<file path="src/rtl/pmc_pkg.sv">
package pmc_pkg;

  localparam int REG_W     = 16;
  localparam int FIELD_W   = 2;
  localparam int NUM_MODES = 2;
  localparam int DBG_BIT   = 5;
  localparam int SWRST_BIT = 4;
  localparam int USED_W    = DBG_BIT + 1;

  // mode index: 0 = wait (bits 1:0), 1 = stop (bits 3:2)
  localparam int MODE_WAIT = 0;
  localparam int MODE_STOP = 1;

  function automatic int field_lsb(input int mode);
    return mode * FIELD_W;
  endfunction

  function automatic logic code_blocks(input logic [FIELD_W-1:0] code);
    return code[0];
  endfunction

  function automatic logic code_locks(input logic [FIELD_W-1:0] code);
    return code[FIELD_W-1];
  endfunction

  function automatic logic entry_grant(input logic req,
                                       input logic [FIELD_W-1:0] code);
    return req & ~code_blocks(code);
  endfunction

endpackage

</file>
<file path="src/rtl/pmc_mode_field.sv">
module pmc_mode_field
  import pmc_pkg::*;
(
  input  logic               clk,
  input  logic               rst_n,
  input  logic               wr_en,
  input  logic [FIELD_W-1:0] wr_code,
  input  logic               req,
  output logic [FIELD_W-1:0] code,
  output logic               locked,
  output logic               grant,
  output logic               wr_rejected
);

  logic take_write;

  assign take_write  = wr_en & ~locked;
  assign wr_rejected = wr_en & locked;

  always_ff @(posedge clk or negedge rst_n) begin
    if (!rst_n) begin
      code   <= '0;
      locked <= 1'b0;
    end else if (take_write) begin
      code   <= wr_code;
      locked <= code_locks(wr_code);
    end
  end

  assign grant = entry_grant(req, code);

endmodule

</file>
<file path="src/rtl/pmc_swrst_gen.sv">
module pmc_swrst_gen (
  input  logic clk,
  input  logic rst_n,
  input  logic fire,
  output logic pulse
);

  always_ff @(posedge clk or negedge rst_n) begin
    if (!rst_n) pulse <= 1'b0;
    else        pulse <= fire;
  end

endmodule

</file>
<file path="src/rtl/pmc_ctrl_reg.sv">
module pmc_ctrl_reg
  import pmc_pkg::*;
(
  input  logic             clk,
  input  logic             rst_n,
  input  logic             wr_en,
  input  logic [REG_W-1:0] wr_data,
  output logic [REG_W-1:0] rd_data,
  input  logic             stop_req,
  input  logic             wait_req,
  input  logic             tap_en,
  output logic             stop_grant,
  output logic             wait_grant,
  output logic             swrst_pulse,
  output logic             dbg_clk_en
);

  logic [NUM_MODES-1:0]              req_vec;
  logic [NUM_MODES-1:0]              grant_vec;
  logic [NUM_MODES-1:0]              locked_vec;
  logic [NUM_MODES-1:0]              rejected_vec;
  logic [NUM_MODES-1:0][FIELD_W-1:0] code_vec;
  logic                              dbg_q;
  logic                              swrst_fire;
  logic                              stop_locked;
  logic                              wait_locked;
  logic                              reserved_unused;

  assign req_vec[MODE_STOP] = stop_req;
  assign req_vec[MODE_WAIT] = wait_req;

  genvar m;
  generate
    for (m = 0; m < NUM_MODES; m++) begin : g_mode
      pmc_mode_field u_field (
        .clk         (clk),
        .rst_n       (rst_n),
        .wr_en       (wr_en),
        .wr_code     (wr_data[field_lsb(m) +: FIELD_W]),
        .req         (req_vec[m]),
        .code        (code_vec[m]),
        .locked      (locked_vec[m]),
        .grant       (grant_vec[m]),
        .wr_rejected (rejected_vec[m])
      );
    end
  endgenerate

  always_ff @(posedge clk or negedge rst_n) begin
    if (!rst_n)     dbg_q <= 1'b0;
    else if (wr_en) dbg_q <= wr_data[DBG_BIT];
  end

  assign swrst_fire = wr_en & wr_data[SWRST_BIT];

  pmc_swrst_gen u_swrst (
    .clk   (clk),
    .rst_n (rst_n),
    .fire  (swrst_fire),
    .pulse (swrst_pulse)
  );

  always_comb begin
    rd_data = '0;
    for (int i = 0; i < NUM_MODES; i++)
      rd_data[field_lsb(i) +: FIELD_W] = code_vec[i];
    rd_data[DBG_BIT] = dbg_q;
  end

  assign stop_grant      = grant_vec[MODE_STOP];
  assign wait_grant      = grant_vec[MODE_WAIT];
  assign dbg_clk_en      = dbg_q | tap_en;
  assign stop_locked     = locked_vec[MODE_STOP];
  assign wait_locked     = locked_vec[MODE_WAIT];
  assign reserved_unused = ^{wr_data[REG_W-1:USED_W], rejected_vec};

endmodule

</file>
<file path="config.mk">
export PLATFORM = sky130hd
export DESIGN_NAME = pmc_ctrl_reg
export DESIGN_NICKNAME = d
export VERILOG_FILES = /design/src/rtl/pmc_pkg.sv /design/src/rtl/pmc_mode_field.sv /design/src/rtl/pmc_swrst_gen.sv /design/src/rtl/pmc_ctrl_reg.sv
export SDC_FILE = /design/constraint.sdc
export NUM_CORES = 1
export LEC_CHECK = 0
export ABC_CLOCK_PERIOD_IN_PS = 1440
export BUFFER_PORTS_ARGS = -buffer_cell sky130_fd_sc_hd__buf_2
export CORE_AREA = 3 3 40 42
export CTS_BUF_LIST = sky130_fd_sc_hd__clkbuf_4 sky130_fd_sc_hd__clkbuf_8 sky130_fd_sc_hd__clkbuf_16
export DETAILED_ROUTE_END_ITERATION = 12
export DIE_AREA = 0 0 43 45
export PLACE_DENSITY_LB_ADDON = 0.3
export SYNTH_ARGS = -nofsm -noshare
export SYNTH_HDL_FRONTEND = slang
export SYNTH_SLANG_ARGS = --single-unit
</file>
<file path="constraint.sdc">
create_clock -name clk -period 1.44 [get_ports clk]
set_clock_uncertainty 0.05 [all_clocks]
set_input_delay 0.432 -clock clk [delete_from_list [all_inputs] [get_ports clk]]
set_output_delay 0.432 -clock clk [all_outputs]
set_load 0.05 [all_outputs]
</file>
==> flow_summary.yaml <==
critical_path:
  cp_slowest_stage_delay_ps: 370
  worstPathRequired_ps: 960
  worstPathArrival_ps: 980
  crit_family: "flip-flops"
  crit_path_end_kind: "output port"
  slowest_stage: "dfrtp_1"
  r2r_cells: 2
  crit_buf_inv: 1
  path_class: "register to output port"
  path_cells: "or2_4, buf_8"
  path_max_fanout: 2
  r2r_slack_ps: 450
  r2r-start: "g_mode[0].u_field.locked$_DFFE_PN0P_"
  critPathLaunchType: "register"
  r2r_end: "g_mode[0].u_field.code[0]$_DFFE_PN0P_"
clock_network:
  clk_latency_ps: 240
  clk_pin_slew_worst_paths_ps: 40
  htree_num_levels: 1
  cts_max_path_buffers: 2
  numCtsBuffers: 3
  clock-root-buffer: "clkbuf_4"
  cts.sinks: 6
  cts_tree: "yes"
yosys:
  synth_fa_ha_area_share_pct: 0
  synth-simple-area-share_pct: 14.5
  synth_compound_area_share_pct: 4.71
  synth.area.mux_share_pct: 11.1
  avgSynthCellArea_um2: 11.6
  synth_cell_types: 10
  yosys.area.top_type: "dfrtp_1"
  seq_area_frac_synth_pct: 40.4
  synth-xor-area-share_pct: 0
  synth_warnings: 0
  syn_inst: 32
  ys_ff_latch: 6
  netlist_top_cells_area: "dfrtp_1, buf_4, mux2_4"
  synth_top_family_by_area: "buffers and inverters"
  synth_top_area_share_pct: 40.4
  syn-cell-area_um2: 372
final_layout:
  diodes: 0
  layout-drive-gt1-share_pct: 64.8
  area_delta_synth_final_pct: 41.1
  fin_nets: 78
die:
  start_util_pct: 28.9
  num_io_pins: 42
  core.rowCount: 13
  die_height_um: 45
  dieArea_mm2: 0.00194
  die_w_um: 43
  core_area_mm2: 0.00128
flow_run:
  cap_violations: 0
timing:
  setup_slack_ps: -26.3
  setup_viol: 1
  slew_viol_final: 0
  finalCriticalPeriod_ps: 1470
  post-route-period-util_pct: 102
  max_clock_freq_mhz: 682
  rsz0062_at_grt: "yes"
  finalHoldViolCount: 0
detailed_routing:
  routed-wl-met2_um: 288
  first_pass_iters: 1
  drc: 0
  highest_layer: "met4"
  via_per_inst: 3.78
  routedWlPerCell_um: 9.23
  routed_wl_um: 637
  num_vias: 261
  drt_iter0_markers: 0
  dr_wl_met3_um: 115
  ant_nets: 0
  drt-met1-wl_um: 206
grt:
  grt-ovfl-total: 0
  grt_pass1_vias: 199
  antenna_found_initial: 0
  grt_pass1_wl_um: 869
  track_usage_pct: 7.20
  grt_max_degree: 7
worst_hold_path:
  worst_hold_path_type: "input pin to register"
  hold_start: "wr_data[1]"
  min_to: "g_mode[0].u_field.locked$_DFFE_PN0P_"
  whs_path_depth: 2
placement:
  place_ws_ps: -32.5
  portBuffers: 20
  gp_congestion: 0.649
  hpwlAfterDp_um: 490
status:
  violations: "negative setup slack"
  status: "finished with violations"
power:
  power-per-cell-area_mw_per_mm2: 1220
  finalPower_uw: 640
  leakage_nw: 0.277
  ir_drop_mv: 0.300
state kept, by name, summed over array words and instances (netlist names):
| name | count |
|---|---|
| dbg_q | 1 |
| g_mode.u_field.code | 2 |
| g_mode.u_field.locked | 2 |
| u_swrst.pulse | 1 |
synthesized netlist by cell type:
cell / instances
buf_4: 14
dfrtp_1: 6
a21o_2: 2
mux2_4: 2
nor2b_1: 2
nor2b_4: 2
and2_2: 1
conb_1: 1
mux2_1: 1
or2_2: 1
worst max-delay path by stage:
stage | startpoint | to | cells after the start
after floorplan | g_mode[1].u_field.code[0]$_DFFE_PN0P_ | stop_grant | 1
after global placement | tap_en | dbg_clk_en | 3
after detailed placement | tap_en | dbg_clk_en | 3
after CTS | dbg_q$_DFFE_PN0P_ | dbg_clk_en | 2
after global routing | dbg_q$_DFFE_PN0P_ | dbg_clk_en | 2
final | dbg_q$_DFFE_PN0P_ | dbg_clk_en | 2
cells by family (layout without fill, tap and decap cells):
logic type | after synthesis | count (layout)
mux | 3 | 3
simple gates | 6 | 6
other cells | 1 | 11
buf+inv | 14 | 26
flops | 6 | 6
compound gates | 2 | 2
repair_timing:
action                                 in CTS  in global routing
setup buffers                               1                  1
pin swaps                                   1                  0
resized for setup                           8                  6
gates cloned                                0                  0
endpoints found under the hold margin       6                  0
setup endpoints to repair                   3                  8
hold buffers                                1                  0
per-stage QoR:
step                      instance area, um^2  hold slack, ps  setup TNS, ps  cells  util, %
after CTS                                 503             339          -35.5     68     39.1
after detailed placement                  438             219          -32.5     63     34.1
after global placement                    438             218          -30.2     63     34.1
final                                     524             351          -26.3     69     40.8
after floorplan                           424            86.4              0     42        -
after global routing                      524             343          -97.3     69     40.8
power by group:
part	total, mW	internal [mW]	switching, mW
clock	0.149	0.0939	0.0550
combinational	0.288	0.0942	0.193
sequential	0.204	0.186	0.0174
total	0.640	0.375	0.266
final cells by class:
cell class / instances / area [um^2]
sequential: 6 / 150
timing repair buffer: 23 / 161
tap: 15 / 18.8
clock buffer: 3 / 22.5
fill: 128 / 761
multi-input combinational: 22 / 171
layout by cell type (no fill, tap or decap), drive strengths merged:
master and count:
a21o 2, and2 1, buf 19, clkbuf 6, conb 11, dfrtp 6, dlygate4sd3 1, mux2 3
nor2b 4, or2 1
layer usage:
metal	up-vias	global-route usage (%)
met5	-	0
met4	0	10.8
met3	4	3.98
met2	23	9.58
met1	114	6.37
li1	120	-
Power figures use the tool's default switching activity.
